**src/rtl/sar_pkg.sv**
```systemverilog
package sar_pkg;
  typedef enum logic [1:0] {ST_IDLE, ST_EXT, ST_INT} core_st_e;

  // positive input index from channel code {a2,a1,a0}
  function automatic logic [1:0] chan_pos(input logic [2:0] c);
    return {c[1], c[2]};
  endfunction

  // differential partner of the positive input
  function automatic logic [1:0] chan_neg(input logic [2:0] c);
    return {c[1], ~c[2]};
  endfunction
endpackage

```
**src/rtl/sar_sclk_edge.sv**
```systemverilog
module sar_sclk_edge (
  input  logic clk_i,
  input  logic rst_ni,
  input  logic sclk_i,
  input  logic cs_ni,
  output logic rise_o,
  output logic fall_o,
  output logic cs_fall_o
);
  logic sclk_q, cs_q;

  always_ff @(posedge clk_i or negedge rst_ni) begin
    if (!rst_ni) begin
      sclk_q <= 1'b0;
      cs_q   <= 1'b1;
    end else begin
      sclk_q <= sclk_i;
      cs_q   <= cs_ni;
    end
  end

  assign rise_o    = sclk_i & ~sclk_q & ~cs_ni;
  assign fall_o    = ~sclk_i & sclk_q & ~cs_ni;
  assign cs_fall_o = ~cs_ni & cs_q;
endmodule

```
**src/rtl/sar_cmd_rx.sv**
```systemverilog
module sar_cmd_rx (
  input  logic       clk_i,
  input  logic       rst_ni,
  input  logic       kill_i,
  input  logic       abort_i,
  input  logic       en_i,
  input  logic       rise_i,
  input  logic       din_i,
  output logic       done_o,
  output logic [1:0] pwr_o,
  output logic [2:0] chan_o,
  output logic       single_o,
  output logic       acq_o
);
  localparam int CW = 8;
  localparam int NW = $clog2(CW);

  logic [NW-1:0] cnt_q;
  logic [1:0]    sh_q;
  logic [2:0]    chan_q;
  logic          single_q, acq_q;
  logic          take;

  assign take   = rise_i & en_i & ~abort_i & ~kill_i;
  assign done_o = take & (cnt_q == NW'(CW - 1));
  assign pwr_o  = {sh_q[0], din_i};

  always_ff @(posedge clk_i or negedge rst_ni) begin
    if (!rst_ni) begin
      cnt_q    <= '0;
      sh_q     <= '0;
      chan_q   <= '0;
      single_q <= 1'b0;
      acq_q    <= 1'b0;
    end else if (kill_i) begin
      cnt_q    <= '0;
      sh_q     <= '0;
      chan_q   <= '0;
      single_q <= 1'b0;
      acq_q    <= 1'b0;
    end else if (abort_i) begin
      cnt_q <= '0;
      acq_q <= 1'b0;
    end else if (take) begin
      if (cnt_q == '0) begin
        if (din_i) cnt_q <= NW'(1);  // start marker found
      end else begin
        sh_q  <= {sh_q[0], din_i};
        cnt_q <= cnt_q + NW'(1);
        if (cnt_q == NW'(3)) begin
          chan_q <= {sh_q, din_i};
          acq_q  <= 1'b1;
        end
        if (cnt_q == NW'(5)) single_q <= din_i;
        if (cnt_q == NW'(CW - 1)) acq_q <= 1'b0;
      end
    end
  end

  assign chan_o   = chan_q;
  assign single_o = single_q;
  assign acq_o    = acq_q;

  a_r4_acq_before_done: assert property (@(posedge clk_i) disable iff (!rst_ni)
    done_o |-> acq_q);
  a_r1_no_acq_while_hunting: assert property (@(posedge clk_i) disable iff (!rst_ni)
    (cnt_q == '0) |-> !acq_q);
endmodule

```
**src/rtl/sar_core.sv**
```systemverilog
module sar_core
  import sar_pkg::*;
#(
  parameter int DW      = 16,
  parameter int INT_DIV = 4
) (
  input  logic          clk_i,
  input  logic          rst_ni,
  input  logic          kill_i,
  input  logic          cs_ni,
  input  logic          cs_fall_i,
  input  logic          rise_i,
  input  logic          fall_i,
  input  logic          done_i,
  input  logic [1:0]    pwr_i,
  input  logic          cmp_i,
  output logic          busy_o,
  output logic          dout_o,
  output logic [DW-1:0] code_o,
  output logic          int_mode_o,
  output logic          rx_en_o
);
  localparam int IW = $clog2(DW);
  localparam int TW = (INT_DIV > 2) ? $clog2(INT_DIV) : 1;
  localparam logic [DW-1:0] MSB_ONE = {1'b1, {(DW-1){1'b0}}};

  core_st_e      st_q;
  logic          first_q, busy_q, dout_q, int_mode_q;
  logic [IW-1:0] idx_q;
  logic [TW-1:0] tick_q;
  logic [DW-1:0] code_q, sh_q;

  always_ff @(posedge clk_i or negedge rst_ni) begin
    if (!rst_ni) begin
      st_q <= ST_IDLE; first_q <= 1'b0; busy_q <= 1'b0; dout_q <= 1'b0;
      int_mode_q <= 1'b0; idx_q <= '0; tick_q <= '0; code_q <= '0; sh_q <= '0;
    end else if (kill_i) begin
      st_q <= ST_IDLE; first_q <= 1'b0; busy_q <= 1'b0; dout_q <= 1'b0;
      int_mode_q <= 1'b0; idx_q <= '0; tick_q <= '0; code_q <= '0; sh_q <= '0;
    end else begin
      if (cs_fall_i) busy_q <= 1'b0;
      case (st_q)
        ST_IDLE: begin
          if (fall_i) begin
            dout_q <= sh_q[DW-1];
            sh_q   <= {sh_q[DW-2:0], 1'b0};
          end
          if (done_i) begin
            // requested timing applies to the next conversion
            if (pwr_i == 2'b11) int_mode_q <= 1'b0;
            else if (pwr_i == 2'b10) int_mode_q <= 1'b1;
            idx_q <= IW'(DW - 1);
            if (int_mode_q) begin
              st_q   <= ST_INT;
              busy_q <= 1'b0;
              code_q <= MSB_ONE;
              tick_q <= '0;
            end else begin
              st_q    <= ST_EXT;
              first_q <= 1'b1;
              code_q  <= '0;
              sh_q    <= '0;
              dout_q  <= 1'b0;
            end
          end
        end
        ST_EXT: begin
          if (cs_ni) begin
            st_q   <= ST_IDLE;
            busy_q <= 1'b0;
          end else if (fall_i) begin
            if (first_q) begin
              busy_q         <= 1'b1;
              code_q[DW-1]   <= 1'b1;
              first_q        <= 1'b0;
            end else begin
              busy_q <= 1'b0;
              dout_q <= code_q[idx_q];
              if (idx_q == '0) st_q <= ST_IDLE;
              else begin
                idx_q                 <= idx_q - IW'(1);
                code_q[idx_q - IW'(1)] <= 1'b1;
              end
            end
          end else if (rise_i && !first_q) begin
            code_q[idx_q] <= cmp_i;
          end
        end
        ST_INT: begin
          if (tick_q == TW'(INT_DIV - 1)) begin
            tick_q        <= '0;
            code_q[idx_q] <= cmp_i;
            if (idx_q == '0) begin
              st_q   <= ST_IDLE;
              busy_q <= 1'b1;
              sh_q   <= {code_q[DW-1:1], cmp_i};
            end else begin
              idx_q                 <= idx_q - IW'(1);
              code_q[idx_q - IW'(1)] <= 1'b1;
            end
          end else begin
            tick_q <= tick_q + TW'(1);
          end
        end
        default: st_q <= ST_IDLE;
      endcase
    end
  end

  assign busy_o     = busy_q;
  assign dout_o     = dout_q;
  assign code_o     = code_q;
  assign int_mode_o = int_mode_q;
  assign rx_en_o    = (st_q == ST_IDLE);

  a_r5_busy_on_fall: assert property (@(posedge clk_i) disable iff (!rst_ni)
    (st_q == ST_EXT && $rose(busy_q)) |-> $past(fall_i));
  a_r6_low_bits_clear: assert property (@(posedge clk_i) disable iff (!rst_ni)
    (st_q != ST_IDLE) |-> ((code_q & ((DW'(1) << idx_q) - DW'(1))) == '0));
  a_r7_int_busy_low: assert property (@(posedge clk_i) disable iff (!rst_ni)
    (st_q == ST_INT) |-> !busy_q);
  a_r8_mode_stable: assert property (@(posedge clk_i) disable iff (!rst_ni)
    (!done_i && !kill_i) |=> $stable(int_mode_q));
  a_r9_cs_abort: assert property (@(posedge clk_i) disable iff (!rst_ni)
    (cs_ni && !done_i) |=> (st_q != ST_EXT));
  a_r11_kill_clear: assert property (@(posedge clk_i) disable iff (!rst_ni)
    kill_i |=> (st_q == ST_IDLE && !busy_q && code_q == '0 && !int_mode_q));
endmodule

```
**src/rtl/sar_serial_ctrl.sv**
```systemverilog
module sar_serial_ctrl
  import sar_pkg::*;
#(
  parameter int DW      = 16,
  parameter int INT_DIV = 4
) (
  input  logic          clk_i,
  input  logic          rst_ni,
  input  logic          shdn_ni,
  input  logic          cs_ni,
  input  logic          sclk_i,
  input  logic          din_i,
  input  logic          cmp_i,
  output logic          dout_o,
  output logic          dout_oe_o,
  output logic          busy_o,
  output logic          busy_oe_o,
  output logic [2:0]    chan_sel_o,
  output logic          single_ended_o,
  output logic [1:0]    pos_ch_o,
  output logic [1:0]    neg_ch_o,
  output logic          neg_com_o,
  output logic [DW-1:0] dac_code_o,
  output logic          hold_o
);
  logic rise, fall, cs_fall, done, rx_en, acq, single, int_mode, kill;
  logic [1:0] pwr;
  logic [2:0] chan;

  assign kill = ~shdn_ni;

  sar_sclk_edge u_edge (
    .clk_i, .rst_ni, .sclk_i, .cs_ni,
    .rise_o(rise), .fall_o(fall), .cs_fall_o(cs_fall)
  );

  sar_cmd_rx u_rx (
    .clk_i, .rst_ni, .kill_i(kill), .abort_i(cs_ni), .en_i(rx_en),
    .rise_i(rise), .din_i, .done_o(done), .pwr_o(pwr),
    .chan_o(chan), .single_o(single), .acq_o(acq)
  );

  sar_core #(.DW(DW), .INT_DIV(INT_DIV)) u_core (
    .clk_i, .rst_ni, .kill_i(kill), .cs_ni, .cs_fall_i(cs_fall),
    .rise_i(rise), .fall_i(fall), .done_i(done), .pwr_i(pwr), .cmp_i,
    .busy_o, .dout_o, .code_o(dac_code_o), .int_mode_o(int_mode), .rx_en_o(rx_en)
  );

  assign dout_oe_o      = ~cs_ni;
  assign busy_oe_o      = ~cs_ni | int_mode;
  assign chan_sel_o     = chan;
  assign single_ended_o = single;
  assign pos_ch_o       = chan_pos(chan);
  assign neg_ch_o       = chan_neg(chan);
  assign neg_com_o      = single;
  assign hold_o         = ~acq;
endmodule

```
**config.mk**
```make
export PLATFORM = sky130hd
export DESIGN_NAME = sar_serial_ctrl
export DESIGN_NICKNAME = d
export VERILOG_FILES = /design/src/rtl/sar_pkg.sv /design/src/rtl/sar_sclk_edge.sv /design/src/rtl/sar_cmd_rx.sv /design/src/rtl/sar_core.sv /design/src/rtl/sar_serial_ctrl.sv
export SDC_FILE = /design/constraint.sdc
export NUM_CORES = 1
export LEC_CHECK = 0
export BUFFER_PORTS_ARGS = -buffer_cell sky130_fd_sc_hd__buf_2
export CAP_MARGIN = 5
export CELL_PAD_IN_SITES_DETAIL_PLACEMENT = 1
export CELL_PAD_IN_SITES_GLOBAL_PLACEMENT = 1
export CORE_ASPECT_RATIO = 0.5
export CORE_MARGIN = 3
export CORE_UTILIZATION = 42
export CTS_CLUSTER_SIZE = 8
export DETAILED_ROUTE_END_ITERATION = 10
export MAX_ROUTING_LAYER = met4
export PLACE_DENSITY = 0.73
export SLEW_MARGIN = 10
export SYNTH_ARGS = -nofsm -noshare
export SYNTH_HDL_FRONTEND = slang
export SYNTH_SLANG_ARGS = --single-unit
```
**constraint.sdc**
```tcl
create_clock -name clk_i -period 2.7 [get_ports clk_i]
set_clock_uncertainty 0.15 [all_clocks]
set_input_delay 0.405 -clock clk_i [delete_from_list [all_inputs] [get_ports clk_i]]
set_output_delay 0.405 -clock clk_i [all_outputs]
set_load 0.02 [all_outputs]
```
Word-level counts from Yosys, hierarchy flattened
Index checks and enable logic that the tools add are counted.

word-level totals
  register bits after elaboration = 56
  latch bits = 0
  bits in writable memories = 0
  bits in read-only memories = 0
  input port bits = 7
  memories kept = 0

cells by class
  $add $sub $neg = 3
  $mul = 0
  div/mod/pow operators = 0
  magnitude comparators = 4
  equality and inequality tests = 37
  shift-type cells = 0
  mux-type cells = 102
  bitwise logic cells = 17
  reduce and logical (&&, ||, !) cells = 21

operators by type and width
  kind                                                               count
  2-to-1 mux 16 bit                                                  15
  one-hot mux 16 bit (3 select lines)                                1
  2-to-1 mux 1 bit                                                   41
  2-to-1 mux 2 bit                                                   16
  bitwise OR 16 bit                                                  2
  one-hot mux 16 bit (2 select lines)                                1
  2-to-1 mux 3 bit                                                   10
  2-to-1 mux 4 bit                                                   7
  inequality test 4 bit, second input constant                       5
  inequality test 3 bit, second input constant                       6
  bitwise mux 16 bit                                                 1
  AND reduction 4 bit                                                4
  2-to-1 mux 15 bit                                                  1
  AND reduction 3 bit                                                5
  inequality test 3 x 1 -> 1 bit, second input constant              4
  one-hot mux 4 bit (3 select lines)                                 1
  AND reduction 6 bit                                                2
  < comparator 4 x 5 -> 1 bit, second input constant                 2
  inequality test 2 x 1 -> 1 bit, second input constant              5
  AND 1 bit                                                          9
  inequality test 3 x 2 -> 1 bit, second input constant              3
  demux 1 bit (select 4 bit)                                         2
  equality test 2 bit, second input constant                         4
  greater-or-equal comparator 4 x 1 -> 1 bit, second input constant  2
  other kinds (25)                                                   35

Depth between registers and ports, before layout
Gate-level depths: netlist of run 1.

  depth in word-level cells = 12
  depth in mapped cells = 11
  mapped depth without buffers = 7

Modules after synthesis
Synthesis of run 1 repeated with hierarchy kept, for this count alone.

unflattened totals
  cells, all modules = 491
  area, all modules = 4,319.1 µm²

modules (own cells, without submodules)
  module           times used  cells an instance  area each (µm²)
  sar_core         1           420                3,595.9
  sar_cmd_rx       1           57                 599.3
  sar_sclk_edge    1           5                  72.6
  sar_serial_ctrl  1           9                  51.3

Least setup slack after synthesis of run 1
No wires, ideal clock.

  kind = reg-to-reg
  from = register u_core.idx_q[0]
  to = register u_core.code_q[13], in the netlist u_core.code_o[13]
  arrival = 2.253 ns
  required time = 2.421 ns
  slack = 0.168 ns
  cell stages (with the launch flop) = 11
  cell sequence = dfrtp_1 buf_2 inv_1 ha_1 or3b_1 buf_2 a211o_1 nand4b_2 buf_6 mux2i_1 nor3_2

on the way
  longest elaborated chain between the ends = 12
  elaborated cells between the ends (all ways) = 26
  those cells by class = add/sub (1); order compare (4); eq/ne (1); mux (14); bitwise (2); reduce/logical (4)

RTL lines
  item                                                                                                             RTL line                        text
  start, declared                                                                                                  sar_core.sv:29                  logic [IW-1:0] idx_q;
  start signal, assigned                                                                                           sar_core.sv:52                  idx_q <= IW'(DW - 1);
  start signal, assigned                                                                                           sar_core.sv:81                  idx_q <= idx_q - IW'(1);
  start signal, assigned                                                                                           sar_core.sv:98                  idx_q <= idx_q - IW'(1);
  subtractor 4 x 1 -> 4 bit                                                                                        sar_core.sv:82, sar_core.sv:99
  < comparator 4 x 5 -> 1 bit (implied by the code) or greater-or-equal comparator 4 x 1 -> 1 bit (tied branches)  sar_core.sv:82, sar_core.sv:99
  logical AND 1 bit (implied by the code)                                                                          sar_core.sv:82, sar_core.sv:99
  2-to-1 mux 1 bit (implied by the code)                                                                           sar_core.sv:82, sar_core.sv:99
  demux 1 bit (select 4 bit)                                                                                       --
  bitwise OR 16 bit (no source line)                                                                               --
  2-to-1 mux 16 bit                                                                                                sar_core.sv:79                  if (idx_q == '0) st_q <= ST_IDLE;
  2-to-1 mux 15 bit                                                                                                sar_core.sv:72                  if (first_q) begin
  2-to-1 mux 16 bit                                                                                                sar_core.sv:71                  end else if (fall_i) begin
  2-to-1 mux 16 bit                                                                                                sar_core.sv:68                  if (cs_ni) begin
  one-hot mux 16 bit (3 select lines)                                                                              sar_core.sv:42                  case (st_q)
  2-to-1 mux 16 bit                                                                                                sar_core.sv:37                  end else if (kill_i) begin
  end signal, assigned by index                                                                                    sar_core.sv:86                  code_q[idx_q] <= cmp_i;
  end signal, assigned by index                                                                                    sar_core.sv:92                  code_q[idx_q] <= cmp_i;
  end, declared                                                                                                    sar_core.sv:31                  logic [DW-1:0] code_q, sh_q;

Several ways; a longest one is shown, not always the timed one. The select of a mux whose other input is x is not followed.
A chain may end at the register's enable or synchronous reset.

Worst setup path in the final report of run 1
  from = register u_core.st_q[0]
  to = register u_core.dout_q, in the netlist u_core.dout_o

on the way
  longest elaborated chain between the ends = 8
  elaborated cells between the ends (all ways) = 14
  those cells by class = eq/ne (5); mux (3); bitwise (4); reduce/logical (2)

RTL lines
  item                                RTL line                         text
  start, declared                     sar_core.sv:27                   core_st_e st_q;
  start signal, assigned              sar_core.sv:35                   st_q <= ST_IDLE; first_q <= 1'b0; busy_q <= 1'b0; dout_q <= 1'b0;
  start signal, assigned              sar_core.sv:38                   st_q <= ST_IDLE; first_q <= 1'b0; busy_q <= 1'b0; dout_q <= 1'b0;
  start signal, assigned              sar_core.sv:54                   st_q <= ST_INT;
  logical NOT 2 bit                   sar_core.sv:42, sar_core.sv:114
  AND 1 bit (3 in series)             sar_cmd_rx.sv:24                 assign take = rise_i & en_i & ~abort_i & ~kill_i;
  AND 1 bit                           sar_cmd_rx.sv:25                 assign done_o = take & (cnt_q == NW'(CW - 1));
  2-to-1 mux 1 bit                    sar_core.sv:48                   if (done_i) begin
  one-hot mux 1 bit (2 select lines)  sar_core.sv:42
  2-to-1 mux 1 bit                    sar_core.sv:37
  end signal, assigned                sar_core.sv:45                   dout_q <= sh_q[DW-1];
  end signal, assigned                sar_core.sv:78                   dout_q <= code_q[idx_q];
  end, declared                       sar_core.sv:28                   logic first_q, busy_q, dout_q, int_mode_q;

Several ways; a longest one is shown, not always the timed one.

==> flow_metrics.tcl, run 1 <==
set metrics [dict create \
    outcome "complete, no violations" \
    grt_max_degree 57 \
    avgSynthCellArea_um2 8.67 \
    cap_violations 0 \
    globalplace.congestion 0.936 \
    worst_slew_pin_slew_ps 768 \
    final_layout_size_suffix_gt1_share_pct 18.9 \
    clkPwrFrac_pct 16.1 \
    number_of_buffers_created_by_cts 5 \
    antennaDiodeCount 0 \
    grt_util_all_layers_pct 26.0 \
    synth_area_leaders "sky130_fd_sc_hd__dfrtp_1, sky130_fd_sc_hd__mux2i_1, sky130_fd_sc_hd__ha_1, sky130_fd_sc_hd__nand2_1, sky130_fd_sc_hd__o31ai_1" \
    cp-startpoint "u_core.st_q[0]" \
    seq_power_share_pct 24.7 \
    synth.lib_cells_used.distinct 79 \
    crit_path_max_incr_delay_ps 500 \
    yosys_register_bits 56 \
    worst-path-max-fanout 13 \
    die_h_um 79.3 \
    io-pin-count 37 \
    wire_length_on_met2_um 6650 \
    vias_per_cell 6.29 \
    fin_tns_setup_ps 0 \
    synthCells 520 \
    route.top_layer_used "met4" \
    final_period_minus_worst_setup_slack_ps 2480 \
    proportion_of_synthesized_area_in_mux_cells_pct 11.0 \
    clk_root_buffer_cell "sky130_fd_sc_hd__clkbuf_16" \
    fp.dieW_um 153 \
    total_power_uw 4400 \
    worstSetupEndpointType "register" \
    cp_buf_inv_count 2 \
    drtPass1Iterations 5 \
    relSlewSlack_pct 48.8 \
    most_frequent_cell_after_synthesis "sky130_fd_sc_hd__nand2_1" \
    synth_sequential_area_ratio_pct 31.1 \
    power_frac_comb_pct 59.2 \
    finalHoldViolCount 0 \
    initial_antenna_violation_count 0 \
    max_clock_freq_mhz 403 \
    clkSlewWorstSetupHoldPaths_ps 80 \
    num_vias 4369 \
    synth-main-ff-cell "sky130_fd_sc_hd__dfrtp_1" \
    drt-initial-drc-count 355 \
    timing.setup.critical_path_class "reg -> reg" \
    cts.hold.buffers_added 0 \
    cts_htree_levels 2 \
    switching_power_uw 2100 \
    synth_area_in_adders_pct 5.00 \
    rows 26 \
    timing.final.crit_share_pct 91.9 \
    grt_pass1_wl_um 24500 \
    tritoncts "yes" \
    synthXorXnorAreaFrac_pct 0.194 \
    worstSkewPairLatency_ps 300 \
    crit_path_top_delay_cell "sky130_fd_sc_hd__or4_1" \
    cts_num_sinks 56 \
    dp.final_hpwl_um 10600 \
    start_kind "register" \
    yosys_warnings 0 \
    wl_per_cell_um 21.7 \
    grt_setup_unrepaired "false" \
    synth_top_cell_by_area "sky130_fd_sc_hd__dfrtp_1" \
    layout-area-overhead-vs-synth_pct 13.0 \
    peakVddDrop_mv 0.440 \
    worst-endpoint-required_ps 2770 \
    num-nets-final 579 \
    die_area_um2 12100 \
    internal_power_uw 2290 \
    remaining_drc_errors 0 \
    numPlacedInstances 687 \
    ys_top_cells_by_count "sky130_fd_sc_hd__nand2_1, sky130_fd_sc_hd__dfrtp_1, sky130_fd_sc_hd__mux2i_1, sky130_fd_sc_hd__nor2_1, sky130_fd_sc_hd__a21oi_1" \
    drt_wl_total_um 15100 \
    dominant_combinational_cell_family_by_area_after_synthesis "compound AO/OA/AOI/OAI gates" \
    switching_share_pct 47.9 \
    final-setup-viol-count 0 \
    fill_cells 1237 \
    crit_family "simple AND/OR/NAND/NOR gates" \
    routedLengthMet1_um 7250 \
    power-per-cell-area_nw_per_um2 863 \
    synth-async-reset-ratio_pct 100 \
    synth-simple-area-share_pct 19.7 \
    initial_core_util_pct 43.6 \
    fraction_of_synthesized_cell_area_taken_by_the_top_area_cell_type_pct 30.5 \
    placeableCoreArea_um2 10300 \
    number_of_global_route_vias_before_repair 4321 \
    finalMaxSlewViolations 0 \
    cell_area_after_technology_mapping_um2 4510 \
    layoutNonFillerInstCount 695 \
    compound_cell_area_share_of_the_yosys_netlist_pct 26.4 \
    io_buffer_count 36 \
    clock_tree.buffer_depth 2 \
    grt-ovfl-total 0 \
    synth_enable_flop_cells 0 \
    met3_length_um 1080 \
    p_leak_uw 0.00224 \
    postSynthNetCount 545 \
    crit-reg2reg-launch "u_core.st_q[0]" \
    critical_path_arrival_ps 2560 \
    hold_path_class "in -> async" \
    detail-route-antenna-nets 0 \
    crit_chain "inv_1, ha_1, and4bb_1, and4b_1, buf_4, or4_1, a31oi_1" \
]
## kinds of logic after synthesis
| kind of cell | count (synthesis) |
|---|---|
| and+or+nand+nor | 170 |
| adders and majority gates | 18 |
| xor gates and xnor gates | 1 |
| muxes | 43 |
| AOI/OAI and AO/OA | 167 |
| DFF | 56 |
| buffers and inverters | 65 |
## through the flow
stage / hold WS, ps / utilization (%) / setup slack, ps / instance area, µm²
finish: 102 / 49.2 / 218 / 5090
detailed placement: 348 / 47.7 / 247 / 4940
global route: 174 / 49.2 / 44.7 / 5090
global placement: 342 / 47.7 / 292 / 4940
floorplan: -40.6 / - / 168 / 4510
CTS: 147 / 49.2 / 208 / 5090
## final cells by class
cell class,instances,area [µm²],area share (%)
Multi-Input combinational cell,399,2820,55.3
Sequential cell,56,1400,27.5
Timing Repair Buffer,74,478,9.38
Tap cell,140,175,3.44
Clock buffer,6,139,2.73
Inverter,18,67.6,1.33
Clock inverter,2,13.8,0.270
## flip-flops by register name, summed over array words and instances, names as in the netlist
name,count
u_core.code_o,16
u_core.sh_q,16
u_core.idx_q,4
u_rx.chan_o,3
u_rx.cnt_q,3
u_core.st_q,2
u_core.tick_q,2
u_rx.sh_q,2
u_core.busy_o,1
u_core.dout_o,1
u_core.first_q,1
u_core.int_mode_o,1
u_edge.cs_q,1
u_edge.sclk_q,1
u_rx.acq_o,1
u_rx.single_o,1
## final timing paths
| path | endpoint | depth (start not counted) | slack (ps) |
|---|---|---|---|
| max in group asynchronous | u_core.idx_q[1] | 2 | 1780 |
| min in group clk_i | u_core.int_mode_o | 2 | 210 |
| hold reg to reg | u_core.sh_q[13] | 1 | 360 |
| setup / recovery | u_core.dout_o | 7 | 220 |
| hold / removal | u_core.code_o[7] | 2 | 100 |
| setup reg to reg | u_core.dout_o | 7 | 220 |
## metal layers
layer / up-vias / track usage (%)
met5: - / -
met4: 0 / 4.09
met3: 10 / 4.25
met2: 143 / 40.3
met1: 2219 / 36.9
li1: 1997 / -
## worst reg2reg max path: cells and delay by family, from the launching register on
kind	cells	cell delay (ps)
buffers and inverters	2	290
adder cells (fa/ha/maj)	1	330
AO/OA/AOI/OAI	1	170
flip-flops	1	410
AND/OR/NAND/NOR	3	1060
## power by group through the flow
stage                     Sequential [µW]  Clock (µW)  Combinational (µW)
after floorplan                      1160           0                1600
after global placement               1100           0                2500
after detailed placement             1100           0                2540
after CTS                            1080         725                2560
after global routing                 1110         755                2810
final                                1090         707                2600
## what timing repair did
action / 4_1_cts / 5_1_grt
buffers inserted: 0 / 0
resized for setup: 0 / 1
setup endpoints to repair: 0 / 2
## cells in the final DEF, fill, tap and decap left out, types with 6 or more instances in the layout
cell type                  netlist  layout
sky130_fd_sc_hd__o31ai_1        19      19
sky130_fd_sc_hd__nand3b_1       10      10
sky130_fd_sc_hd__inv_1          17      17
sky130_fd_sc_hd__buf_4           6      37
sky130_fd_sc_hd__buf_2          13      36
sky130_fd_sc_hd__mux2i_1        36      36
sky130_fd_sc_hd__a22o_1         16      16
sky130_fd_sc_hd__a221oi_1        6       6
sky130_fd_sc_hd__nand2_1        60      60
sky130_fd_sc_hd__dfrtp_1        55      55
sky130_fd_sc_hd__ha_1           18      17
sky130_fd_sc_hd__nor2_1         29      28
sky130_fd_sc_hd__o21ai_1        10      10
sky130_fd_sc_hd__nand2b_1        8       8
sky130_fd_sc_hd__o21ai_0        21      21
sky130_fd_sc_hd__a211o_1         6       6
sky130_fd_sc_hd__a31oi_1        12      12
sky130_fd_sc_hd__nand3_1        17      17
sky130_fd_sc_hd__a21oi_1        28      28
Power figures use the tool's default switching activity.
==> run 2: changes to the inputs <==
Settings changed: REMOVE_ABC_BUFFERS set to 1.
==> run 2 against run 1 <==
  * Combinational power fell by 3%
  * Critical path type unchanged
  * Count of clock-buffer cells in the layout down 1
  * Utilization decreased by 0.31 points
  * Final area decreased by 0.64%
  * Via count shrank 1.4%
  * Critical endpoint is now u_core.code_o[7]
  * First-iteration DRC count is 3.9% lower
  * Cell count decreased by 0.58%
  * Non-clock buffer count decreased by 4
==> flow_metrics.tcl, run 2 (synthesis gave the netlist of run 1 again) <==
set metrics [dict create \
    outcome "complete, no violations" \
    grt_util_all_layers_pct 25.5 \
    cts_htree_levels 2 \
    sequential_cell_area_um2 1400 \
    io_buffer_count 36 \
    tritoncts "yes" \
    placed_instance_area_um2 4890 \
    drtPass1Iterations 5 \
    clk_root_buffer_cell "sky130_fd_sc_hd__clkbuf_16" \
    switching_power_uw 2080 \
    grt_pass1_wl_um 24000 \
    internal_power_uw 2240 \
    cap_violations 0 \
    finalMaxSlewViolations 0 \
    layout.core_utilization_pct 48.9 \
    post-cts-setup-buffers 0 \
    fp.dieW_um 153 \
    globalplace.congestion 0.853 \
    clkPwrFrac_pct 16.0 \
    worstSetupEndpointType "register" \
    finalHoldViolCount 0 \
    clock_tree.buffer_depth 2 \
    max_clock_freq_mhz 403 \
    peakVddDrop_mv 0.355 \
    seq_power_share_pct 25.6 \
    cts_num_sinks 56 \
    grt_max_degree 50 \
    number_of_buffers_created_by_cts 5 \
    timing.setup.critical_path_class "reg -> reg" \
    start_kind "register" \
    grt_setup_unrepaired "false" \
    relSlewSlack_pct 57.2 \
    final_cell_area_um2 5060 \
    remaining_drc_errors 0 \
    switching_share_pct 48.1 \
    num-nets-final 575 \
    power_frac_comb_pct 58.4 \
    die_area_um2 12100 \
    final_cell_mix "sky130_fd_sc_hd__nand2_1, sky130_fd_sc_hd__dfrtp_1, sky130_fd_sc_hd__mux2i_1, sky130_fd_sc_hd__buf_2, sky130_fd_sc_hd__buf_4" \
    number_of_global_route_vias_before_repair 4363 \
    final-setup-viol-count 0 \
    worst_slew_pin_slew_ps 636 \
    die_h_um 79.3 \
    detail-route-antenna-nets 0 \
    power-per-cell-area_nw_per_um2 853 \
    initial_antenna_violation_count 0 \
    footprint_of_the_multi_input_gates_um2 2830 \
    worst-path-max-fanout 15 \
    placeableCoreArea_um2 10300 \
    timing.final.crit_share_pct 91.9 \
    clkSlewWorstSetupHoldPaths_ps 80 \
    final_period_minus_worst_setup_slack_ps 2480 \
    grt-ovfl-total 0 \
    drt_wl_total_um 14700 \
    layout_setup_ws_ps 220 \
    io-pin-count 37 \
    worst-endpoint-required_ps 2720 \
    drt-initial-drc-count 341 \
    num_vias 4308 \
    rows 26 \
    antennaDiodeCount 0 \
    p_leak_uw 0.00221 \
    wl_per_cell_um 21.3 \
    hold_path_class "in -> reg" \
    initial_core_util_pct 43.6 \
    dpl_worst_slack_ps 102 \
    mostFrequentLayoutCell "sky130_fd_sc_hd__nand2_1" \
    critical_path_arrival_ps 2500 \
    worstSkewPairLatency_ps 310 \
    layout-area-overhead-vs-synth_pct 12.3 \
    total_power_uw 4310 \
    fill_cells 1243 \
    dp.final_hpwl_um 10400 \
    vias_per_cell 6.23 \
    final_layout_size_suffix_gt1_share_pct 18.1 \
]
## run 2: cell count changes in the layout (fill, tap and decap cells not counted), sizes merged
cell / change
buf: -5
clkbuf: -1
clkinvlp: +1
dlygate4sd3: +1
## run 2: power by group through the flow
stage               Combinational, µW  Clock (µW)  Sequential [µW]
detailed placement               2450           0             1120
CTS                              2470         701             1100
global route                     2740         745             1120
floorplan                        1380           0             1260
global placement                 2400           0             1110
finish                           2520         689             1100
## run 2: timing repair
action,4_1_cts,5_1_grt
endpoints found under the setup margin,0,6
gates resized for setup,0,2
hold endpoints to repair,9,0
hold buffers,1,0
## run 2: final timing paths
kind	startpoint	slack, ps	end	cells after the start
max	u_rx.cnt_q[0]	220	u_core.code_o[7]	8
min	sclk_i	150	u_edge.sclk_q	1
max reg2reg	u_rx.cnt_q[0]	220	u_core.code_o[7]	8
min reg2reg	u_core.sh_q[15]	360	u_core.sh_q[15]	1
max in group asynchronous	rst_ni	1360	u_edge.cs_q	3
min in group asynchronous	rst_ni	340	u_core.sh_q[6]	2
## run 2: critical path, cell delays in order, from the launching register on
cell	delay, ps
sky130_fd_sc_hd__dfrtp_1	410
sky130_fd_sc_hd__ha_1	250
sky130_fd_sc_hd__ha_1	230
sky130_fd_sc_hd__and4bb_2	260
sky130_fd_sc_hd__o32ai_2	230
sky130_fd_sc_hd__nand4b_4	290
sky130_fd_sc_hd__buf_4	240
sky130_fd_sc_hd__mux2i_1	210
sky130_fd_sc_hd__nor3_1	60
## run 2: area by class of cell
class	count	share of cell area, %
Multi-Input combinational cell	399	55.9
Timing Repair Buffer	70	8.65
Clock buffer	5	2.47
Clock inverter	3	0.420
Tap cell	140	3.46
Sequential cell	56	27.7
Inverter	18	1.33
## run 2: metal layers
layer  track usage, %  part of all wire [%]
met5                -                     0
met2             39.8                    45
met4             6.13                   1.3
met1             34.5                    48
met3             5.44                   5.7
## run 2: metrics by stage
step / std cells / hold slack, ps / TNS [ps]
finish: 691 / 151 / 0
global route: 691 / 147 / 0
CTS: 691 / 143 / 0
detailed placement: 682 / 138 / 0
global placement: 682 / 138 / 0
floorplan: 473 / -40.6 / -29720
